`config.mk`:
```
export PLATFORM = sky130hd
export DESIGN_NAME = ptp_rx_stamp
export DESIGN_NICKNAME = d
export VERILOG_FILES = /design/src/rtl/ptp_rx_stamp_pkg.sv /design/src/rtl/ptp_rx_stamp_regs.sv /design/src/rtl/ptp_rx_stamp_class.sv /design/src/rtl/ptp_rx_stamp_capture.sv /design/src/rtl/ptp_rx_stamp.sv
export SDC_FILE = /design/constraint.sdc
export NUM_CORES = 1
export LEC_CHECK = 0
export CORE_MARGIN = 8
export CORE_UTILIZATION = 50
export DETAILED_ROUTE_END_ITERATION = 16
export GPL_ROUTABILITY_DRIVEN = 0
export PLACE_DENSITY = 0.85
export SLEW_MARGIN = 20
export SYNTH_ARGS = -nofsm -noshare
export SYNTH_HDL_FRONTEND = slang
export SYNTH_SLANG_ARGS = --single-unit
```
`constraint.sdc`:
```
create_clock -name clk -period 4.3 [get_ports clk]
set_input_delay 1.29 -clock clk [delete_from_list [all_inputs] [get_ports clk]]
set_output_delay 1.29 -clock clk [all_outputs]
set_load 0.02 [all_outputs]
```
`src/rtl/ptp_rx_stamp_pkg.sv`:
```
package ptp_rx_stamp_pkg;

   localparam int REG_W   = 32;
   localparam int ADDR_W  = 3;
   localparam int ETYPE_W = 16;
   localparam int PORT_W  = 16;
   localparam int SEL_W   = 8;
   localparam int VER_W   = 4;
   localparam int MSG_W   = 4;

   // word addresses
   localparam logic [ADDR_W-1:0] A_CTRL  = 3'd0;
   localparam logic [ADDR_W-1:0] A_MATCH = 3'd1;
   localparam logic [ADDR_W-1:0] A_PORT  = 3'd2;
   localparam logic [ADDR_W-1:0] A_TS_LO = 3'd3;
   localparam logic [ADDR_W-1:0] A_TS_HI = 3'd4;

   // filter mode field (control bits 3:1)
   localparam logic [2:0] MODE_L2_V2  = 3'd0;
   localparam logic [2:0] MODE_L4_V1  = 3'd1;
   localparam logic [2:0] MODE_V2_ANY = 3'd2;
   localparam logic [2:0] MODE_ALL    = 3'd4;
   localparam logic [2:0] MODE_V2_EVT = 3'd5;

   localparam logic [VER_W-1:0] VER_ONE = 4'd1;
   localparam logic [VER_W-1:0] VER_TWO = 4'd2;
   localparam logic [MSG_W-1:0] MSG_PDLY_REQ  = 4'd2;
   localparam logic [MSG_W-1:0] MSG_PDLY_RESP = 4'd3;

   typedef struct packed {
      logic               en;
      logic [2:0]         mode;
      logic [ETYPE_W-1:0] etype;
      logic [SEL_W-1:0]   v1_sel;
      logic [SEL_W-1:0]   v2_sel;
      logic [PORT_W-1:0]  port_sw;
   } cfg_t;

   typedef struct packed {
      logic [ETYPE_W-1:0] etype;
      logic               is_udp;
      logic [PORT_W-1:0]  dport;
      logic [VER_W-1:0]   ver;
      logic [SEL_W-1:0]   v1_ctl;
      logic [MSG_W-1:0]   v2_msg;
   } hdr_t;

   function automatic logic [PORT_W-1:0] swap_bytes(input logic [PORT_W-1:0] v);
      return {v[7:0], v[15:8]};
   endfunction

endpackage

```
`src/rtl/ptp_rx_stamp_regs.sv`:
```
module ptp_rx_stamp_regs
   import ptp_rx_stamp_pkg::*;
#(
   parameter int TIME_W   = 64,
   parameter bit FREQ_IND = 1'b0
)(
   input  logic              clk,
   input  logic              rst_n,
   input  logic              reg_wr,
   input  logic [ADDR_W-1:0] reg_addr,
   input  logic [REG_W-1:0]  reg_wdata,
   input  logic [TIME_W-1:0] ts_q,
   input  logic              ts_valid,
   output cfg_t              cfg_q,
   output logic [REG_W-1:0]  reg_rdata
);
   localparam int HALF = TIME_W / 2;

   always_ff @(posedge clk) begin
      if (!rst_n) begin
         cfg_q <= '0;
      end else if (reg_wr) begin
         case (reg_addr)
            A_CTRL: begin
               cfg_q.en   <= reg_wdata[4];
               cfg_q.mode <= reg_wdata[3:1];
            end
            A_MATCH: begin
               cfg_q.etype  <= reg_wdata[15:0];
               cfg_q.v1_sel <= reg_wdata[23:16];
               cfg_q.v2_sel <= reg_wdata[31:24];
            end
            A_PORT:  cfg_q.port_sw <= reg_wdata[PORT_W-1:0];
            default: ;
         endcase
      end
   end

   always_comb begin
      reg_rdata = '0;
      case (reg_addr)
         A_CTRL: begin
            reg_rdata[0]   = ts_valid;
            reg_rdata[3:1] = cfg_q.mode;
            reg_rdata[4]   = cfg_q.en;
            reg_rdata[5]   = FREQ_IND;
         end
         A_MATCH: reg_rdata = {cfg_q.v2_sel, cfg_q.v1_sel, cfg_q.etype};
         A_PORT:  reg_rdata[PORT_W-1:0] = cfg_q.port_sw;
         A_TS_LO: reg_rdata = ts_q[HALF-1:0];
         A_TS_HI: reg_rdata = ts_q[TIME_W-1:HALF];
         default: reg_rdata = '0;
      endcase
   end

endmodule

```
`src/rtl/ptp_rx_stamp_class.sv`:
```
module ptp_rx_stamp_class
   import ptp_rx_stamp_pkg::*;
(
   input  cfg_t cfg,
   input  hdr_t hdr,
   output logic hit
);
   logic l2_hit, l4_hit, is_v1, is_v2, v1_pick, v2_pick, v2_event;

   always_comb begin
      l2_hit   = !hdr.is_udp && (hdr.etype == cfg.etype);
      l4_hit   = hdr.is_udp && (cfg.port_sw != '0) &&
                 (hdr.dport == swap_bytes(cfg.port_sw));
      is_v1    = (hdr.ver == VER_ONE);
      is_v2    = (hdr.ver == VER_TWO);
      v1_pick  = is_v1 && (hdr.v1_ctl == cfg.v1_sel);
      v2_pick  = is_v2 && (({{(SEL_W-MSG_W){1'b0}}, hdr.v2_msg} == cfg.v2_sel) ||
                           (hdr.v2_msg == MSG_PDLY_REQ) ||
                           (hdr.v2_msg == MSG_PDLY_RESP));
      v2_event = is_v2 && (hdr.v2_msg[MSG_W-1:2] == '0);
      case (cfg.mode)
         MODE_L2_V2:  hit = l2_hit && v2_pick;
         MODE_L4_V1:  hit = l4_hit && v1_pick;
         MODE_V2_ANY: hit = (l2_hit || l4_hit) && v2_pick;
         MODE_ALL:    hit = 1'b1;
         MODE_V2_EVT: hit = (l2_hit || l4_hit) && v2_event;
         default:     hit = 1'b0;
      endcase
   end

endmodule

```
`src/rtl/ptp_rx_stamp_capture.sv`:
```
module ptp_rx_stamp_capture #(
   parameter int TIME_W  = 64,
   parameter int SOF_LAT = 2
)(
   input  logic              clk,
   input  logic              rst_n,
   input  logic [TIME_W-1:0] sys_time,
   input  logic              sof,
   input  logic              take,
   input  logic              clr,
   output logic [TIME_W-1:0] ts_q,
   output logic              ts_valid
);
   logic              sof_tap;
   logic [TIME_W-1:0] snap_q;

   generate
      if (SOF_LAT == 0) begin : g_direct
         assign sof_tap = sof;
      end else begin : g_delay
         logic [SOF_LAT-1:0] sof_sr;
         for (genvar i = 0; i < SOF_LAT; i++) begin : g_stage
            if (i == 0) begin : g_first
               always_ff @(posedge clk) begin
                  if (!rst_n) sof_sr[i] <= 1'b0;
                  else        sof_sr[i] <= sof;
               end
            end else begin : g_next
               always_ff @(posedge clk) begin
                  if (!rst_n) sof_sr[i] <= 1'b0;
                  else        sof_sr[i] <= sof_sr[i-1];
               end
            end
         end
         assign sof_tap = sof_sr[SOF_LAT-1];
      end
   endgenerate

   always_ff @(posedge clk) begin
      if (!rst_n) begin
         snap_q   <= '0;
         ts_q     <= '0;
         ts_valid <= 1'b0;
      end else begin
         if (sof_tap) snap_q <= sys_time;
         if (!ts_valid && take) begin
            ts_valid <= 1'b1;
            ts_q     <= snap_q;
         end else if (clr) begin
            ts_valid <= 1'b0;
         end
      end
   end

endmodule

```
`src/rtl/ptp_rx_stamp.sv`:
```
module ptp_rx_stamp
   import ptp_rx_stamp_pkg::*;
#(
   parameter int TIME_W   = 64,
   parameter int SOF_LAT  = 2,
   parameter bit FREQ_IND = 1'b0
)(
   input  logic              clk,
   input  logic              rst_n,
   input  logic [TIME_W-1:0] sys_time,
   input  logic              sof,
   input  logic              hdr_valid,
   input  logic [15:0]       hdr_etype,
   input  logic              hdr_is_udp,
   input  logic [15:0]       hdr_udp_dport,
   input  logic [3:0]        hdr_ptp_ver,
   input  logic [7:0]        hdr_v1_ctrl,
   input  logic [3:0]        hdr_v2_msg,
   input  logic              reg_wr,
   input  logic              reg_rd,
   input  logic [2:0]        reg_addr,
   input  logic [31:0]       reg_wdata,
   output logic [31:0]       reg_rdata,
   output logic              ts_valid
);
   generate
      if (TIME_W != 2 * REG_W) begin : g_bad_width
         $error("TIME_W must be twice the register width");
      end
      if (SOF_LAT < 0) begin : g_bad_lat
         $error("SOF_LAT must not be negative");
      end
   endgenerate

   cfg_t              cfg_q;
   hdr_t              hdr;
   logic              hit;
   logic              hi_read;
   logic              cfg_en;
   logic [2:0]        cfg_mode;
   logic [TIME_W-1:0] ts_q;

   assign hdr      = '{etype: hdr_etype, is_udp: hdr_is_udp, dport: hdr_udp_dport,
                       ver: hdr_ptp_ver, v1_ctl: hdr_v1_ctrl, v2_msg: hdr_v2_msg};
   assign hi_read  = reg_rd && (reg_addr == A_TS_HI);
   assign cfg_en   = cfg_q.en;
   assign cfg_mode = cfg_q.mode;

   ptp_rx_stamp_regs #(.TIME_W(TIME_W), .FREQ_IND(FREQ_IND)) u_regs (
      .clk(clk), .rst_n(rst_n), .reg_wr(reg_wr), .reg_addr(reg_addr),
      .reg_wdata(reg_wdata), .ts_q(ts_q), .ts_valid(ts_valid),
      .cfg_q(cfg_q), .reg_rdata(reg_rdata)
   );

   ptp_rx_stamp_class u_class (
      .cfg(cfg_q), .hdr(hdr), .hit(hit)
   );

   ptp_rx_stamp_capture #(.TIME_W(TIME_W), .SOF_LAT(SOF_LAT)) u_cap (
      .clk(clk), .rst_n(rst_n), .sys_time(sys_time), .sof(sof),
      .take(hdr_valid && hit && cfg_en), .clr(hi_read),
      .ts_q(ts_q), .ts_valid(ts_valid)
   );

endmodule

```
## After elaboration in Yosys (flattened, before gate mapping)

Cells that the tools add are included.

| word-level totals | value |
|---|---|
| bits in registers | 183 |
| input port bits | 154 |
| output and inout port bits | 33 |
| logic and storage cells | 60 |

| operators by class | value |
|---|---|
| equal/unequal tests | 16 |
| multiplexer cells | 6 |
| reduce and logical (&&, ||, !) cells | 27 |

Operator list:

| kind | count |
|---|---|
| $pmux 16 s3 | 1 |
| $pmux 10 s4 | 1 |
| $eq 16x16->1 | 2 |
| $pmux 6 s5 | 1 |
| $reduce_bool 16->1 | 1 |
| $logic_and 1x1->1 | 14 |
| $eq 4x2->1 const B | 3 |
| $eq 3x2->1 const B | 3 |
| $eq 3x3->1 const B | 3 |
| $eq 4x8->1 | 1 |
| $eq 8x8->1 | 1 |
| $eq 3x1->1 const B | 2 |
| $logic_not 3->1 | 2 |
| $reduce_and 2->1 | 3 |
| $pmux 1 s5 | 1 |
| $eq 4x1->1 const B | 1 |
| $logic_or 1x1->1 | 3 |
| $logic_not 1->1 | 2 |
| $logic_not 2->1 | 1 |
| $mux 1 | 2 |
| $reduce_bool 2->1 | 1 |

## Logic depth before layout (Yosys ltp)

Gate-level depths: netlist of the first run.

| logic depth | value |
|---|---|
| depth after elaboration | 10 |
| depth in mapped cells | 8 |
| depth with buffers taken out | 6 |

## Hierarchy

Synthesis of the first run repeated with hierarchy kept, for this count alone.

| second synthesis, totals | value |
|---|---|
| cells, all modules | 912 |
| area total of the unflattened synthesis | 8638.3 um2 |

Modules (own cells, without submodules):

| module | instances | cells an instance | area an instance (um2) | sequential area each (um2) |
|---|---|---|---|---|
| ptp_rx_stamp_capture | 1 | 491 | 5161.2 | 2622.5 |
| ptp_rx_stamp_regs | 1 | 337 | 2834.0 | 1041.0 |
| ptp_rx_stamp_class | 1 | 82 | 624.3 | 0.0 |
| ptp_rx_stamp | 1 | 2 | 18.8 | 0.0 |

## Least setup slack after synthesis of the first run

No wires, ideal clock.

| timing | value |
|---|---|
| kind | input to output |
| start point | in reg_addr[1] |
| end point | out reg_rdata[19] |
| data arrival time | 2.769 ns |
| data required time | 3.010 ns |
| path slack | 0.241 ns |
| cell stages on the path | 5 |
| buffers on the path | 3 |
| cells stage by stage | clkbuf_1 clkbuf_1 clkbuf_1 mux2i_1 o21ai_1 |

| on the way | value |
|---|---|
| word-level cells in the longest chain between the ends | 2 |
| elaborated cells on any way between the ends | 4 |
| those cells by class | 3 x eq/ne; 1 x mux |

RTL lines:

| element | line | text |
|---|---|---|
| start, declared | ptp_rx_stamp.sv:21 | `input logic [2:0] reg_addr,` |
| $eq 3x3->1, or another cell as far along | ptp_rx_stamp_regs.sv:41 | `case (reg_addr)` |
| $pmux 16 s3 * | ptp_rx_stamp_regs.sv:41 |  |
| end, declared | ptp_rx_stamp.sv:23 | `output logic [31:0] reg_rdata,` |

Mark *: on every way between the ends. The rest lies on a longest branch, timed or not.

## Worst setup path in the final report of the first run

| timing | value |
|---|---|
| start point | in reg_addr[2] |
| end point | out reg_rdata[15] |

| on the way | value |
|---|---|
| word-level cells in the longest chain between the ends | 2 |
| elaborated cells on any way between the ends | 5 |
| those cells by class | 4 x eq/ne; 1 x mux |

RTL lines:

| element | line |
|---|---|
| $eq 3x3->1, or another cell as far along | ptp_rx_stamp_regs.sv:41 |
| $pmux 10 s4 * | ptp_rx_stamp_regs.sv:41 |

Marks and branches as above.

==> impl_metrics.tcl, run 1 <==
set metrics [dict create \
    reg2reg_from "u_regs.cfg_q[10]" \
    hold_path.startpoint "u_cap.g_delay.sof_sr[0]" \
    postRouteWirelength_microns 24940 \
    start_kind "primary input" \
    pwr_density_cell_nw_per_um2 336.0 \
    rsz0062_at_grt "false" \
    p_leak_nw 3.884 \
    final_cells 1341 \
    areaGrowthSynthToFinish_pct 32.05 \
    worst_pin_slew_ns 0.9161 \
    htreeDepth 4 \
    initial_utilization 0.5097 \
    clk_pin_slew_ns 0.07 \
    synth_cell_types 40 \
    post_cts_buffers 0 \
    drt-initial-drc-count 550 \
    finalSetupViolCount 0 \
    use_met1 0.2669 \
    cp_data_required_time_ns 3.01 \
    ys_ff_latch 183 \
    vias 7207 \
    cts_hold_buf 0 \
    grt_overflow 0 \
    nFillCells 1332 \
    fin_nets 1260 \
    crit_fanout 12 \
    vias_per_cell 5.374 \
    grt_max_degree 93 \
    cts_sinks 183 \
    synth_edf_count 0 \
    num_rows 47 \
    min_delay_path_depth 1 \
    cap_violations 0 \
    ir_worst_vdd_uv 270.7 \
    cts_tree "yes" \
    post-dp-hpwl_microns 18700 \
    clock_latency_ns 0.43 \
    ant_nets 0 \
    drt_first_pass_iters 5 \
    seq_area_frac_synth 0.4335 \
    status "finished, final reports clean" \
    final_util 0.6730 \
    timing.fmax_mhz 238.4 \
    io-pin-count 187 \
    wl_per_cell_microns 18.60 \
    fin_tns_setup_ns 0 \
    synth_ff_type "dfxtp_1" \
    crit_type "primary input to output pin" \
    hold_viol_final 0 \
    met3_usage 0.08776 \
    netlist_instances 936 \
    finalCriticalPeriod_ns 4.195 \
    clockBufferDepth 2 \
    async_flop_share 0 \
    syn-cell-area_sq_um 8452 \
    core-area_sq_um 16580 \
    antenna_found_initial 3 \
    placed_cells 1307 \
    grt_first_pass_wirelength_microns 39340 \
    min_period_over_period 0.9755 \
    crit_start "reg_addr[2]" \
    met2_usage 0.3735 \
    cts_root_buffer "clkbuf_16" \
    numCtsBuffers 17 \
    end_kind "output pin" \
    die_y_microns 146.0 \
    grt_pass1_vias 7409 \
    die_w_microns 146.0 \
    syn_nets 1090 \
    finalMaxSlewViolations 0 \
    ys_warn_count 0 \
    die_area_sq_um 21320 \
    route.detailed.drc 0 \
    gr-max-usage-layer "met2" \
    ff2ff_path_depth 7 \
    timing.slew.headroom 0.3892 \
    syn_area_per_cell_sq_um 9.030 \
    drive_above_1_share 0.06256 \
    clock_skew_ns 0.009866 \
    hold_path.class "flop to flop" \
    io_buffers 186 \
    crit_arrival_ns 2.90 \
    grt_usage 0.2313 \
]
repair_timing:
item                                    in CTS  in global routing
endpoints found under the hold margin        0                  0
pin swaps                                    1                  0
endpoints found under the setup margin      32                  8
gates resized for setup                     33                  1
cells by family after synthesis:
| group | after synthesis | synth area share |
|---|---|---|
| buffers and inverters | 68 | 0.04056 |
| AO/OA/AOI/OAI | 103 | 0.08083 |
| flip-flops | 183 | 0.4335 |
| multiplexers | 168 | 0.2021 |
| XOR/XNOR | 44 | 0.04560 |
| AND/OR/NAND/NOR | 370 | 0.1975 |
worst max-delay path, cell delays in order:
cell             delay (ns)
clkdlybuf4s50_1        0.54
nor3b_4                0.32
buf_4                  0.24
nand2_1                0.07
o21ai_1                0.08
dlygate4sd2_1          0.36
final timing paths:
check                    to  slack (ns)
max reg2reg  u_cap.ts_q[25]        1.68
max           reg_rdata[15]        0.11
min           u_cap.sof_tap        0.44
min reg2reg   u_cap.sof_tap        0.44
layer usage:
metal / vias up / routed length [microns]
met4: 2 / 939
li1: 3481 / -
met2: 263 / 11730
met3: 58 / 2363
met1: 3403 / 9892
met5: - / 13
cell usage after synthesis (2+ instances only):
master	number	area (sq um)
a21boi_1	48	360.4
a21oi_1	5	25.02
a22oi_1	11	82.58
and2_1	2	12.51
buf_12	4	80.08
clkbuf_1	58	217.7
dfxtp_1	183	3664
inv_1	2	7.510
mux2_1	11	123.9
mux2i_1	156	1562
nand2_1	254	953.4
nand3_1	5	25.02
nand3b_1	2	15.01
nand4_1	9	56.30
nor2_1	9	33.78
nor2b_1	72	450.4
nor3b_1	2	15.01
nor4_1	7	43.79
nor4b_1	2	17.52
o21ai_0	2	10.01
o21ai_1	28	140.1
o22ai_1	4	25.02
xnor2_1	40	350.3
xor2_1	4	35.03
layout by cell type, fill, tap and decap left out, types with 2 or more instances in the layout:
master	n
nand2_1	254
dfxtp_1	182
mux2i_1	156
clkdlybuf4s50_1	151
nor2b_1	72
a21boi_1	48
xnor2_1	40
dlygate4sd2_1	32
o21ai_1	28
buf_4	27
clkbuf_16	18
mux2_1	11
a22oi_1	11
nor2_1	9
nand4_1	9
nor4_1	7
a21oi_1	5
nand3_1	5
o22ai_1	4
xor2_1	4
buf_12	4
inv_6	3
clkinv_4	3
clkinvlp_4	3
diode_2	2
inv_1	2
nand3b_1	2
o21ai_0	2
nor4b_1	2
and2_1	2
inv_8	2
bufinv_16	2
cell type report:
| type | instances | area (sq um) | share of cell area |
|---|---|---|---|
| Inverter | 2 | 7.507 | 0.0006726 |
| Sequential cell | 183 | 3667 | 0.3286 |
| Multi-Input combinational cell | 685 | 4481 | 0.4015 |
| Antenna cell | 2 | 5.005 | 0.0004484 |
| Clock buffer | 19 | 464.2 | 0.04159 |
| Clock inverter | 13 | 157.7 | 0.01413 |
| Timing Repair Buffer | 217 | 2103 | 0.1885 |
| Tap cell | 220 | 275.3 | 0.02466 |
registers in the layout (all words and copies together), names as in the netlist:
signal and cells:
u_cap.ts_valid 1, u_cap.g_delay.sof_sr 1, u_cap.snap_q 64, u_cap.ts_q 64
u_cap.sof_tap 1, u_regs.cfg_q 52
where the power goes:
group / internal, mW / switching [mW] / total (mW) / leakage (nW)
Sequential: 1.73 / 0.0339 / 1.76 / 1.48
Combinational: 0.224 / 0.147 / 0.370 / 2.11
Clock: 0.922 / 0.698 / 1.62 / 0.296
Total: 2.87 / 0.878 / 3.75 / 3.88
stage by stage:
step	hold slack, ns	power [mW]	setup WS, ns	instance area [sq um]
floorplan	0.4119	1.953	0.2413	8452
global placement	0.4150	2.160	-0.1770	10570
detailed placement	0.4244	2.166	-0.1995	10570
CTS	0.4410	3.766	0.002736	11150
global route	0.4611	3.886	0.004349	11160
finish	0.4377	3.750	0.1052	11160
Power figures use the tool's default switching activity.
==> inputs of run 2 (changes only) <==
--- a/config.mk
+++ b/config.mk
@@ -6,10 +6,11 @@
 export NUM_CORES = 1
 export LEC_CHECK = 0
 export CORE_MARGIN = 8
-export CORE_UTILIZATION = 50
+export CORE_UTILIZATION = 32
+export CTS_BUF_LIST = sky130_fd_sc_hd__clkbuf_16
 export DETAILED_ROUTE_END_ITERATION = 16
 export GPL_ROUTABILITY_DRIVEN = 0
-export PLACE_DENSITY = 0.85
+export PLACE_DENSITY = 0.61
 export SLEW_MARGIN = 20
 export SYNTH_ARGS = -nofsm -noshare
 export SYNTH_HDL_FRONTEND = slang
==> constraint.sdc (replaced) <==
create_clock -name clk -period 4.3 [get_ports clk]
set_input_delay 1.29 -clock clk [delete_from_list [all_inputs] [get_ports clk]]
set_output_delay 1.29 -clock clk [all_outputs]
set_load 0.05 [all_outputs]
==> run 2 against run 1 <==
Compared with the run above: utilization fell by 23 points; clock skew rose by 0.0046 ns; global-route usage fell by 6.6 points; clock-buffer cell count fell by 2; largest cell class unchanged; highest routed layer unchanged.
==> impl_metrics.tcl, run 2 (synthesized netlist as in run 1, its figures left out) <==
set metrics [dict create \
    ant_nets 0 \
    grt_max_degree 98 \
    cts_root_buffer "clkbuf_16" \
    p_leak_nw 3.837 \
    finalCriticalPeriod_ns 4.174 \
    wl_per_cell_microns 18.52 \
    drt_first_pass_iters 7 \
    cp_data_required_time_ns 3.01 \
    die_y_microns 178.5 \
    layout_commonest_cell "nand2_1" \
    reg_top3 "u_cap.snap_q (64), u_cap.ts_q (64), u_regs.cfg_q (52)" \
    hold_viol_final 0 \
    cts_tree "yes" \
    postRouteWirelength_microns 26770 \
    fin_tns_setup_ns 0 \
    start_kind "primary input" \
    drt-initial-drc-count 400 \
    timing.slew.headroom 0.3357 \
    io_buffers 186 \
    htreeDepth 4 \
    crit_fanout 21 \
    grt_first_pass_wirelength_microns 40090 \
    combinationalPowerShare 0.105 \
    numCtsBuffers 17 \
    drive_above_1_share 0.1019 \
    placed_cells 1412 \
    crit_type "primary input to output pin" \
    initial_utilization 0.3253 \
    route.detailed.drc 0 \
    pwr_density_cell_nw_per_um2 315.2 \
    vias 6941 \
    post-place-ws_ns 0.09225 \
    cts_sinks 183 \
    die_w_microns 178.5 \
    status "finished, final reports clean" \
    seqPwrFrac 0.480 \
    grt_overflow 0 \
    core-area_sq_um 25980 \
    clock_latency_ns 0.44 \
    rsz0062_at_grt "false" \
    vias_per_cell 4.803 \
    clk_pin_slew_ns 0.07 \
    timing.fmax_mhz 239.6 \
    io-pin-count 187 \
    final_cells 1445 \
    cap_violations 0 \
    num_rows 59 \
    hold_path.class "flop to flop" \
    power.switching_mw 0.9450 \
    min_period_over_period 0.9706 \
    nFillCells 2548 \
    final_util 0.4467 \
    final_cell_mix "nand2_1 (254), dfxtp_1 (182), mux2i_1 (156)" \
    cts_hold_buf 0 \
    die_area_sq_um 31870 \
    power_mw 3.660 \
    antenna_found_initial 7 \
    setup_slack_ns 0.1263 \
    clock_skew_ns 0.01451 \
    p_clk_frac 0.415 \
    crit_arrival_ns 2.88 \
    grt_usage 0.1654 \
    ir_worst_vdd_uv 205.3 \
    finalMaxSlewViolations 0 \
    end_kind "output pin" \
    finalSetupViolCount 0 \
    areaGrowthSynthToFinish_pct 37.35 \
    grt_pass1_vias 6902 \
    sw_frac_of_total 0.2582 \
    p_int_mw 2.715 \
    worst_pin_slew_ns 0.9964 \
    clockBufferDepth 2 \
    post-dp-hpwl_microns 19750 \
    fin_nets 1250 \
]
[run 2: cell types whose count changed in the layout (fill, tap and decap cells not counted), sizes merged]
cell / before / now
dlygate4sd2: 32 / 0
buf: 33 / 55
clkinv: 3 / 6
bufinv: 2 / 0
clkbuf: 19 / 17
inv: 7 / 9
clkdlybuf4s50: 151 / 152
clkinvlp: 3 / 2
diode: 2 / 1
dlymetal6s2s: 1 / 0
[run 2: worst paths after layout]
check / start / end / slack [ns] / cells past startpoint
worst max-delay path: reg_addr[0] / reg_rdata[5] / 0.13 / 6
worst min-delay path: u_cap.g_delay.sof_sr[0] / u_cap.sof_tap / 0.44 / 1
worst max register to register: u_regs.cfg_q[10] / u_cap.ts_q[57] / 1.62 / 7
worst min register to register: u_cap.g_delay.sof_sr[0] / u_cap.sof_tap / 0.44 / 1
[run 2: worst max-delay path: stages]
cell             delay [ns]
clkdlybuf4s50_1        0.51
buf_12                 0.19
mux2_1                 0.39
a22oi_1                0.23
o21ai_2                0.11
buf_12                 0.16
[run 2: per-stage QoR]
step | instance area [sq um] | hold WS [ns]
floorplan | 8537 | 0.4119
global placement | 11040 | 0.4171
detailed placement | 11040 | 0.4201
CTS | 11600 | 0.4376
global route | 11610 | 0.4566
finish | 11610 | 0.4370
[run 2: per-layer routing]
metal	vias up	track usage	wire length [microns]
met5	-	0	77
met2	218	0.2580	11990
met4	12	0.04513	427
met3	42	0.06710	2383
met1	3217	0.2075	11890
li1	3452	-	-
[run 2: area by class of cell]
| cell class | count | area [sq um] | area share |
|---|---|---|---|
| inverters | 2 | 7.507 | 0.0006467 |
| diodes | 1 | 2.502 | 0.0002156 |
| repair buffers | 207 | 2386 | 0.2055 |
| clock buffers | 17 | 425.4 | 0.03665 |
| well taps | 335 | 419.2 | 0.03611 |
| multi-input cells | 685 | 4562 | 0.3930 |
| clock inverters | 15 | 138.9 | 0.01196 |
| flip-flops and latches | 183 | 3667 | 0.3159 |
[run 2: power groups by stage]
| stage | Combinational, mW | Clock [mW] | Sequential [mW] |
|---|---|---|---|
| global route | 0.412 | 1.63 | 1.76 |
| finish | 0.383 | 1.52 | 1.76 |
| CTS | 0.386 | 1.56 | 1.76 |
| detailed placement | 0.383 | 0 | 1.80 |
| floorplan | 0.181 | 0 | 1.78 |
| global placement | 0.381 | 0 | 1.80 |
[run 2: what timing repair did]
action / in CTS / in global routing
setup buffers: 0 / 0
endpoints found under the setup margin: 0 / 2
endpoints found under the hold margin: 0 / 0
resized for setup: 0 / 1
==> inputs of run 3 (changes only) <==
--- a/config.mk
+++ b/config.mk
@@ -5,12 +5,14 @@
 export SDC_FILE = /design/constraint.sdc
 export NUM_CORES = 1
 export LEC_CHECK = 0
+export CORE_ASPECT_RATIO = 1.2
 export CORE_MARGIN = 8
 export CORE_UTILIZATION = 32
 export CTS_BUF_LIST = sky130_fd_sc_hd__clkbuf_16
 export DETAILED_ROUTE_END_ITERATION = 16
 export GPL_ROUTABILITY_DRIVEN = 0
-export PLACE_DENSITY = 0.61
+export PLACE_DENSITY_LB_ADDON = 0.05
+export SETUP_SLACK_MARGIN = 0.3
 export SLEW_MARGIN = 20
 export SYNTH_ARGS = -nofsm -noshare
 export SYNTH_HDL_FRONTEND = slang
==> run 3 against run 2 <==
Compared with the run above: maximum frequency increased by 7.5%; via count decreased by 0.88%; combinational power increased by 3%; utilization increased by 0.80 points; clock power increased by 3%; sequential power about the same; final cell count increased by 0.69%; sequential share of layout area decreased by 0.70 points; hold slack got worse by 0.0016 ns.
==> impl_metrics.tcl, run 3 (synthesized netlist as in run 1, its figures left out) <==
set metrics [dict create \
    status "finished, final reports clean" \
    cts_hold_buf 0 \
    clock_skew_ns 0.02159 \
    finalMaxSlewViolations 0 \
    die_y_microns 194.0 \
    drt_first_pass_iters 4 \
    nFillCells 2559 \
    grt_first_pass_wirelength_microns 41970 \
    final_util 0.4548 \
    final_cell_mix "nand2_1 (254), dfxtp_1 (182), mux2i_1 (156)" \
    timing.slew.headroom 0.3708 \
    final_area_sq_um 11870 \
    crit_type "primary input to output pin" \
    hold_viol_final 0 \
    finalCriticalPeriod_ns 3.881 \
    areaGrowthSynthToFinish_pct 40.47 \
    fin_nets 1259 \
    pwr_density_cell_nw_per_um2 313.0 \
    ant_nets 0 \
    drt-met1-wl_microns 11620 \
    drive_above_1_share 0.1216 \
    clk_pin_slew_ns 0.07 \
    initial_utilization 0.3237 \
    grt_usage 0.1720 \
    timing.fmax_mhz 257.7 \
    rsz0062_at_grt "false" \
    placed_cells 1420 \
    post_cts_resize_count 8 \
    cts_tree "yes" \
    grt_overflow 0 \
    min_period_over_period 0.9025 \
    fin_tns_setup_ns 0 \
    vias 6880 \
    wl_per_cell_microns 18.84 \
    crit_arrival_ns 2.59 \
    clockBufferDepth 2 \
    cts_root_buffer "clkbuf_16" \
    p_leak_nw 3.952 \
    die_w_microns 164.4 \
    vias_per_cell 4.729 \
    clock_latency_ns 0.44 \
    grt_max_degree 104 \
    hold_path.class "flop to flop" \
    io-pin-count 187 \
    finalSetupViolCount 0 \
    layout_commonest_cell "nand2_1" \
    cts_sinks 183 \
    start_kind "primary input" \
    ir_worst_vdd_uv 300.3 \
    htreeDepth 4 \
    hold-worst-slack_ns 0.4355 \
    antenna_found_initial 7 \
    post-place-ws_ns 0.1726 \
    drt-initial-drc-count 306 \
    final_cells 1455 \
    power_mw 3.717 \
    wl_met2_microns 13340 \
    cap_violations 0 \
    met3_length_microns 1900 \
    io_buffers 186 \
    post_cts_buffers 0 \
    end_kind "output pin" \
    core-area_sq_um 26110 \
    reg_top3 "u_cap.snap_q (64), u_cap.ts_q (64), u_regs.cfg_q (52)" \
    postRouteWirelength_microns 27420 \
    crit_fanout 11 \
    setup_slack_ns 0.4192 \
    num_rows 65 \
    r2r_setup_slack_ns 1.70 \
    grt_pass1_vias 7111 \
    routed.top_layer "met5" \
    post-dp-hpwl_microns 20230 \
    cp_data_required_time_ns 3.01 \
    place_area_sq_um 11230 \
    numCtsBuffers 17 \
    route.detailed.drc 0 \
    worst_pin_slew_ns 0.9438 \
    die_area_sq_um 31890 \
]
run 3: cell count changes in the layout (fill, tap and decap cells not counted), moves of 2 or more:
cell,before,now
clkinvlp_4,2,0
o21ai_1,12,0
buf_4,17,24
inv_6,6,4
inv_8,1,4
clkdlybuf4s50_1,152,150
o21ai_4,0,10
dlygate4sd2_1,0,2
o21ai_2,16,18
run 3: metal layers:
metal / up-vias / track usage
met5: - / 0
li1: 3482 / -
met3: 34 / 0.05055
met2: 159 / 0.2894
met4: 12 / 0.04688
met1: 3193 / 0.2081
run 3: path summary, 6_finish.rpt:
kind	start	to	cells past startpoint
max	reg_addr[0]	reg_rdata[4]	6
min	u_cap.g_delay.sof_sr[0]	u_cap.sof_tap	1
max reg2reg	u_regs.cfg_q[10]	u_cap.ts_q[47]	7
min reg2reg	u_cap.g_delay.sof_sr[0]	u_cap.sof_tap	1
run 3: cell type report:
cell class                 count  area (sq um)  share of cell area
clock inverter                15         155.1             0.01307
multi-input combinational    685          4698              0.3957
clock buffer                  17         425.4             0.03583
antenna                        2         5.005           0.0004215
sequential                   183          3667              0.3089
inverter                       2         7.507           0.0006323
tap                          335         419.2             0.03530
timing repair buffer         216          2495              0.2101
run 3: where the power goes:
group	total, mW	switching [mW]	leakage [nW]	internal [mW]
registers	1.76	0.0324	1.48	1.72
logic	0.393	0.161	2.18	0.232
clock network	1.57	0.789	0.286	0.779
total	3.72	0.982	3.95	2.73
run 3: critical path, cell delays in order:
cell	delay, ns
dlygate4sd2_1	0.30
buf_12	0.18
mux4_2	0.50
inv_1	0.08
o21ai_2	0.08
buf_12	0.16
